**config.mk**
```make
export PLATFORM = sky130hd
export DESIGN_NAME = txfe_spi_slave
export DESIGN_NICKNAME = d
export VERILOG_FILES = /design/src/rtl/txfe_pkg.sv /design/src/rtl/txfe_sync.sv /design/src/rtl/txfe_frame_rx.sv /design/src/rtl/txfe_regs.sv /design/src/rtl/txfe_spi_slave.sv
export SDC_FILE = /design/constraint.sdc
export NUM_CORES = 1
export LEC_CHECK = 0
export ABC_AREA = 0
export BUFFER_PORTS_ARGS = -buffer_cell sky130_fd_sc_hd__buf_2
export CAP_MARGIN = 20
export CORE_ASPECT_RATIO = 1.75
export CORE_MARGIN = 1.5
export CORE_UTILIZATION = 30
export DETAILED_ROUTE_END_ITERATION = 6
export PLACE_DENSITY = 0.46
export SLEW_MARGIN = 20
export SYNTH_ARGS = -nofsm -noshare
export SYNTH_HDL_FRONTEND = slang
export SYNTH_SLANG_ARGS = --single-unit
export TNS_END_PERCENT = 30
```
**constraint.sdc**
```tcl
create_clock -name clk -period 1.8 [get_ports clk]
set_input_delay 0.18 -clock clk [delete_from_list [all_inputs] [get_ports clk]]
set_output_delay 0.18 -clock clk [all_outputs]
set_load 0.01 [all_outputs]
```
**src/rtl/txfe_pkg.sv**
```systemverilog
package txfe_pkg;
    localparam int FRAME_BITS = 16;
    localparam int CNT_W      = $clog2(FRAME_BITS + 2);

    localparam logic [7:0] ADDR_ENABLE = 8'h01;
    localparam logic [7:0] ADDR_GAIN   = 8'h02;
    localparam logic [7:0] ADDR_BAND   = 8'h03;

    localparam int BIT_DAC_MODE = 5;
    localparam int BIT_PA_EN    = 0;

    localparam logic [1:0] BAND_RESERVED = 2'b11;
endpackage

```
**src/rtl/txfe_sync.sv**
```systemverilog
module txfe_sync #(
    parameter int         W      = 4,
    parameter int         STAGES = 2,
    parameter logic [W-1:0] RST  = '0
) (
    input  logic         clk,
    input  logic         rst_n,
    input  logic [W-1:0] din,
    output logic [W-1:0] dout
);
    logic [W-1:0] stage_q [STAGES];

    for (genvar s = 0; s < STAGES; s++) begin : g_stage
        logic [W-1:0] stage_d;
        if (s == 0) begin : g_first
            always_comb stage_d = din;
        end else begin : g_next
            always_comb stage_d = stage_q[s-1];
        end
        always_ff @(posedge clk or negedge rst_n) begin
            if (!rst_n) stage_q[s] <= RST;
            else        stage_q[s] <= stage_d;
        end
    end

    assign dout = stage_q[STAGES-1];
endmodule

```
**src/rtl/txfe_frame_rx.sv**
```systemverilog
module txfe_frame_rx
    import txfe_pkg::*;
(
    input  logic                  clk,
    input  logic                  rst_n,
    input  logic                  cs_s,
    input  logic                  sclk_s,
    input  logic                  mosi_s,
    input  logic                  route_s,
    output logic                  frame_ok,
    output logic [FRAME_BITS-1:0] frame_data,
    output logic                  frame_route
);
    typedef struct packed {
        logic                  sclk_prev;
        logic                  cs_prev;
        logic                  in_frame;
        logic [CNT_W-1:0]      cnt;
        logic [FRAME_BITS-1:0] shreg;
        logic                  route;
    } rx_t;

    localparam logic [CNT_W-1:0] CNT_FULL = CNT_W'(FRAME_BITS);
    localparam logic [CNT_W-1:0] CNT_OVER = CNT_W'(FRAME_BITS + 1);

    rx_t st_d, st_q;
    logic cs_fall, cs_rise, sclk_rise;

    always_comb begin
        st_d           = st_q;
        st_d.sclk_prev = sclk_s;
        st_d.cs_prev   = cs_s;
        cs_fall        = !cs_s && st_q.cs_prev;
        cs_rise        = cs_s && !st_q.cs_prev;
        sclk_rise      = sclk_s && !st_q.sclk_prev;
        if (cs_fall) begin
            st_d.in_frame = 1'b1;
            st_d.cnt      = '0;
            st_d.route    = route_s;
        end else if (cs_rise) begin
            st_d.in_frame = 1'b0;
        end else if (st_q.in_frame && sclk_rise) begin
            st_d.shreg = {st_q.shreg[FRAME_BITS-2:0], mosi_s};
            if (st_q.cnt != CNT_OVER) st_d.cnt = st_q.cnt + 1'b1;
        end
        frame_ok = cs_rise && st_q.in_frame && (st_q.cnt == CNT_FULL);
    end

    always_ff @(posedge clk or negedge rst_n) begin
        if (!rst_n) begin
            st_q         <= '0;
            st_q.cs_prev <= 1'b1;
        end else begin
            st_q <= st_d;
        end
    end

    assign frame_data  = st_q.shreg;
    assign frame_route = st_q.route;

    // the steering choice is frozen for the whole frame
    a_r10_route_hold: assert property (@(posedge clk) disable iff (!rst_n)
        (st_q.in_frame && cs_s == 1'b0 && st_q.cs_prev == 1'b0) |=> $stable(st_q.route));

    // serial clock activity outside a frame leaves the bit count alone
    a_r10_idle_sclk: assert property (@(posedge clk) disable iff (!rst_n)
        (!st_q.in_frame && cs_s && st_q.cs_prev) |=> $stable(st_q.cnt));
endmodule

```
**src/rtl/txfe_regs.sv**
```systemverilog
module txfe_regs
    import txfe_pkg::*;
#(
    parameter int DAC_W = 10
) (
    input  logic                  clk,
    input  logic                  rst_n,
    input  logic                  frame_ok,
    input  logic [FRAME_BITS-1:0] frame_data,
    input  logic                  frame_route,
    output logic [DAC_W-1:0]      dac_word,
    output logic                  dac_mode_en,
    output logic                  pa_en,
    output logic [1:0]            tx_gain,
    output logic [1:0]            filt_band
);
    typedef struct packed {
        logic [DAC_W-1:0] dac;
        logic             dac_mode;
        logic             pa;
        logic [1:0]       gain;
        logic [1:0]       band;
    } regs_t;

    regs_t rg_d, rg_q;
    logic [7:0] addr, wdata;

    always_comb begin
        rg_d  = rg_q;
        addr  = frame_data[15:8];
        wdata = frame_data[7:0];
        if (frame_ok) begin
            if (!frame_route) begin
                rg_d.dac = frame_data[DAC_W-1:0];
            end else begin
                case (addr)
                    ADDR_ENABLE: begin
                        rg_d.dac_mode = wdata[BIT_DAC_MODE];
                        rg_d.pa       = wdata[BIT_PA_EN];
                    end
                    ADDR_GAIN: rg_d.gain = wdata[1:0];
                    ADDR_BAND: if (wdata[1:0] != BAND_RESERVED) rg_d.band = wdata[1:0];
                    default: ;
                endcase
            end
        end
    end

    always_ff @(posedge clk or negedge rst_n) begin
        if (!rst_n) rg_q <= '0;
        else        rg_q <= rg_d;
    end

    assign dac_word    = rg_q.dac;
    assign dac_mode_en = rg_q.dac_mode;
    assign pa_en       = rg_q.pa;
    assign tx_gain     = rg_q.gain;
    assign filt_band   = rg_q.band;

    // without a completed frame nothing moves
    a_r9_quiet_hold: assert property (@(posedge clk) disable iff (!rst_n)
        !frame_ok |=> $stable({dac_word, dac_mode_en, pa_en, tx_gain, filt_band}));

    // register frames never touch the DAC word
    a_r4_dac_untouched: assert property (@(posedge clk) disable iff (!rst_n)
        (frame_ok && frame_route) |=> $stable(dac_word));

    // the reserved band code can never be held
    a_r7_band_legal: assert property (@(posedge clk) disable iff (!rst_n)
        filt_band != BAND_RESERVED);
endmodule

```
**src/rtl/txfe_spi_slave.sv**
```systemverilog
module txfe_spi_slave
    import txfe_pkg::*;
#(
    parameter int DAC_W     = 10,
    parameter int SYNC_DEPTH = 2
) (
    input  logic             clk,
    input  logic             rst_n,
    input  logic             spi_cs_n,
    input  logic             spi_sclk,
    input  logic             spi_mosi,
    input  logic             route_sel,
    output logic [DAC_W-1:0] dac_word,
    output logic             dac_mode_en,
    output logic             pa_en,
    output logic [1:0]       tx_gain,
    output logic [1:0]       filt_band
);
    logic [3:0] raw_in, sync_out;
    logic frame_ok, frame_route;
    logic [FRAME_BITS-1:0] frame_data;

    assign raw_in = {route_sel, spi_mosi, spi_sclk, spi_cs_n};

    txfe_sync #(.W(4), .STAGES(SYNC_DEPTH), .RST(4'b0001)) u_sync (
        .clk  (clk),
        .rst_n(rst_n),
        .din  (raw_in),
        .dout (sync_out)
    );

    txfe_frame_rx u_rx (
        .clk        (clk),
        .rst_n      (rst_n),
        .cs_s       (sync_out[0]),
        .sclk_s     (sync_out[1]),
        .mosi_s     (sync_out[2]),
        .route_s    (sync_out[3]),
        .frame_ok   (frame_ok),
        .frame_data (frame_data),
        .frame_route(frame_route)
    );

    txfe_regs #(.DAC_W(DAC_W)) u_regs (
        .clk        (clk),
        .rst_n      (rst_n),
        .frame_ok   (frame_ok),
        .frame_data (frame_data),
        .frame_route(frame_route),
        .dac_word   (dac_word),
        .dac_mode_en(dac_mode_en),
        .pa_en      (pa_en),
        .tx_gain    (tx_gain),
        .filt_band  (filt_band)
    );
endmodule

```
==> metrics.md <==
| Metric | Value |
|---|---|
| Slew margin rel. | 58.9% |
| Fin crit share | a little over nine tenths |
| Register Area | approximately 1200 um^2 |
| Critical Path AT | between 1.5 and 2 ns |
| DP HPWL | 2.49 mm |
| Grt met3 use | about 2.2% |
| Pwr Density | 840 nW/um^2 |
| Critical Path Slowest Stage Cell | dfrtp_1 |
| Met1 Use GR | roughly 13% |
| Layout Area Growth over Synthesis | 24.4% |
| Clock Path Buffers | 2 |
| Max Clk Rate | 581 MHz |
| Crit path max fanout | 10 |
| DRT iter0 DRCs | 15 |
| Rows | 38 |
| Most area-consuming cells after synthesis | dfrtp_1 59%, mux2_2 19%, dfstp_2 4.1%, ha_1 3.2%, nor4b_1 1.8% |
| GRT busiest layer | met2 |
| Overflow left after global routing | 0 |
| Outcome | finished with violations |
| Reg2Reg Depth | 7 |
| Worst hold margin | -0.0320 ns |
| Reg-to-Reg Start | u_rx.st_q[18] |
| Filler Cell Count | 604 |
| Worst hold-check path type | in2async |
| Antenna violations before repair | 0 |
| # DRC | 0 |
| Worst Max-Slew Pin Slew | 0.616 ns |
| Crit path from | u_rx.st_q[18] |
| Leak pwr | 1.17 nW |
| Family with the most delay on the worst path | simple AND/OR/NAND/NOR gates |
| CTS root buf | clkbuf_8 |
| Final setup vio count | 0 |
| Non-Filler Instances | 256 |
| Mapped Cells | about 130 |
| Multi-input gate area | between 700 and 800 um^2 |
| CP Capture Type | flip-flop |
| Initial Util | 31.1% |
| Distinct cells, synth | 25 |
| Die width | between 60 and 70 um |
| CTS tree | done |
| Pin count of the biggest net entering global routing | 50 |
| Area leader, netlist | dfrtp_1 |
| Port bufs | 21 |
| Setup Fix Bufs, Post-CTS | 0 |
| Critical path capture point | u_regs.dac_word[9] |
| Synth Warn # | 0 |
| Die area | 6960 um^2 |
| Class of the most critical setup path | reg2reg |
| Post-DR wirelength/cell | 13.8 um |
| Drt pass-1 iters | 4 |
| Die H | 109 um |
| Yosys reg bits | 49 |
| Fin nets | 186 |
| Cts bufs inserted | 5 |
| Hold Vio Cnt, Final | 46 |
| CP required | 1.99 ns |
| H-tree levels | 2 |
| Final core area utilization | 38.7% |
| Unrepaired setup endpoints after global routing | no |
| Met2 Use GR | 19.5% |
| Clock Sinks | slightly below 50 |
| Fraction of layout cells with a size suffix above 1 | 46.0% |
| Final ANT Viol Nets | 0 |
| Skew-Pair Late Insertion Delay | between 0.2 and 0.3 ns |
| Failing checks | hold timing |
| Core ar. | slightly above 6000 um^2 |
| Final wirelength | 3.52 mm |
| Fin. max-slew vios | 0 |
| GRT Total Usage | 11.3% |
| First-pass GRT wire length | approximately 5.9 mm |
| Via density | 4.54 |
| Syn nets | 144 |
| CP peak stage delay | 0.38 ns |
| Crit path launch type | flip-flop |
| Worst-path clk slew | 0.08 ns |
| Sequential area share after synthesis | 63.5% |
| GP Congestion | ~0.76 |
| Yosys top cell area share | 59.5% |
| Tot Pwr | 0.00202 W |
| Ant diodes | 0 |
| Peak supply drop | 485 uV |
| Cell Area, Synth | 1940 um^2 |
| Mean Syn Cell Area | 14.6 um^2 |
| CP bufs+invs | 2 |
| Setup Skew | 0.00153 ns |
| Critical path depth | 7 |
| Placed cell count | 244 |
| I/O pin count | 22 |
| Max-cap violations | 0 |
| CP cell instances | inv_1, ha_1, and4bb_2, nand3_2, nor2_4, buf_12, mux2_2 |
| R2r endpoint | u_regs.dac_word[9] |
| Post-layout min period | 1.72 ns |
| Vias | 1162 |
| Reg2reg setup slack | approximately 0.078 ns |
| Vias in the first global route | about 1200 |
==> worst min-delay path by stage <==
stage               cells past startpoint      from  slack (ns)                            to
floorplan                               0     rst_n       -0.12            u_regs.dac_mode_en
global placement                        1  spi_sclk        0.29  u_sync.g_stage[1].stage_d[1]
detailed placement                      1  spi_cs_n        0.29  u_sync.g_stage[1].stage_d[0]
CTS                                     2     rst_n       0.001                u_sync.dout[1]
global route                            2     rst_n        0.04  u_sync.g_stage[1].stage_d[1]
finish                                  2     rst_n       -0.03                u_sync.dout[1]
==> cell type report <==
cell class / instances / share of cell area, %
sequential: 49 / 51.1
inverter: 5 / 0.779
multi-input combinational: 78 / 30.0
clock inverter: 1 / 0.312
timing repair buffer: 36 / 10.5
tap: 80 / 4.16
clock buffer: 7 / 3.17
==> cells in the mapped netlist <==
| master | n |
|---|---|
| a21oi_1 | 2 |
| o21ai_0 | 4 |
| and4bb_2 | 1 |
| a31oi_1 | 1 |
| inv_1 | 5 |
| nor2_1 | 6 |
| nor4b_1 | 4 |
| a31o_2 | 1 |
| nor3b_1 | 1 |
| buf_2 | 1 |
| or3b_1 | 1 |
| nor3_1 | 1 |
| xnor2_1 | 2 |
| nand2b_1 | 1 |
| mux2_2 | 32 |
| nor2_4 | 1 |
| dfstp_2 | 3 |
| nand4bb_1 | 1 |
| nand4b_1 | 2 |
| nand2_1 | 7 |
| ha_1 | 5 |
| dfrtp_1 | 46 |
| mux2i_1 | 1 |
| nand3_1 | 3 |
| o21a_1 | 1 |
==> worst reg2reg max path, stage by stage, from the launching register on <==
cell,delay [ns]
dfrtp_1,0.38
inv_1,0.07
ha_1,0.15
and4bb_2,0.25
nand3_2,0.14
nor2_4,0.14
buf_12,0.14
mux2_2,0.33
==> layer usage <==
metal / vias to the layer above / part of all wire (%) / routed length [um]
met5: - / 0 / 0
met4: 0 / 3.7 / 130
met3: 8 / 2.7 / 94
met2: 20 / 52 / 1840
met1: 580 / 41 / 1460
li1: 554 / - / -
==> registers in the layout, summed over array words and instances, names as in the netlist <==
| signal | cells |
|---|---|
| u_regs.dac_mode_en | 1 |
| u_regs.dac_word | 10 |
| u_regs.filt_band | 2 |
| u_regs.pa_en | 1 |
| u_regs.tx_gain | 2 |
| u_rx.frame_data | 16 |
| u_rx.frame_route | 1 |
| u_rx.st_q | 8 |
| u_sync.dout | 4 |
| u_sync.g_stage.stage_d | 4 |
==> metrics by stage <==
stage                     setup WS [ns]  hold slack, ns  setup TNS [ns]  instance area, um^2
after floorplan                  0.0356          -0.116               0                 1940
after CTS                        0.0169         0.00146               0                 2380
after global routing            0.00335          0.0389               0                 2410
after detailed placement         -0.141           0.288          -0.280                 2240
after global placement           -0.122           0.288          -0.243                 2240
final                            0.0784         -0.0320               0                 2410
==> cells in the final DEF, fill, tap and decap left out <==
cell type	n
dfstp_2	3
buf_4	9
a21oi_1	2
clkinvlp_4	1
nor4b_1	4
nand4bb_4	1
o21ai_0	4
buf_12	2
nor3b_1	1
a31o_2	1
xnor2_1	2
ha_1	4
mux2_2	32
or3b_1	1
nor2_4	1
clkbuf_1	2
nor2_1	6
a31oi_2	1
mux2i_1	1
dfrtp_1	46
and4bb_2	1
clkbuf_8	5
dlygate4sd3_1	4
nor3_4	1
nand2_1	7
nand2b_1	1
o21a_1	1
nand3_2	1
nand3_1	2
ha_2	1
nand4b_1	2
buf_2	21
inv_1	5
==> report_power, final <==
group          switching (W)  internal [W]  total (W)
registers          0.0000560       0.00116    0.00122
logic              0.0000886     0.0000969   0.000186
clock network       0.000347      0.000275   0.000622
==> timing repair <==
| item | 4_1_cts | 5_1_grt |
|---|---|---|
| hold buffers | 4 | 0 |
| endpoints found under the setup margin | 4 | 14 |
| pin swaps | 1 | 0 |
| hold endpoints to repair | 4 | 0 |
| resized for setup | 2 | 4 |
==> cells by family (layout without fill, tap and decap cells) <==
kind of cell    after synthesis  after routing  synth area share [%]
mux                          33             33                  19.1
buf+inv                       6             49                  1.23
compound gates                9              9                  2.72
fa+ha+maj                     5              5                  3.23
xor+xnor                      2              2                 0.905
simple gates                 29             29                  9.24
flops                        49             49                  63.5
Note: power is estimated with default switching activity, not from simulation.
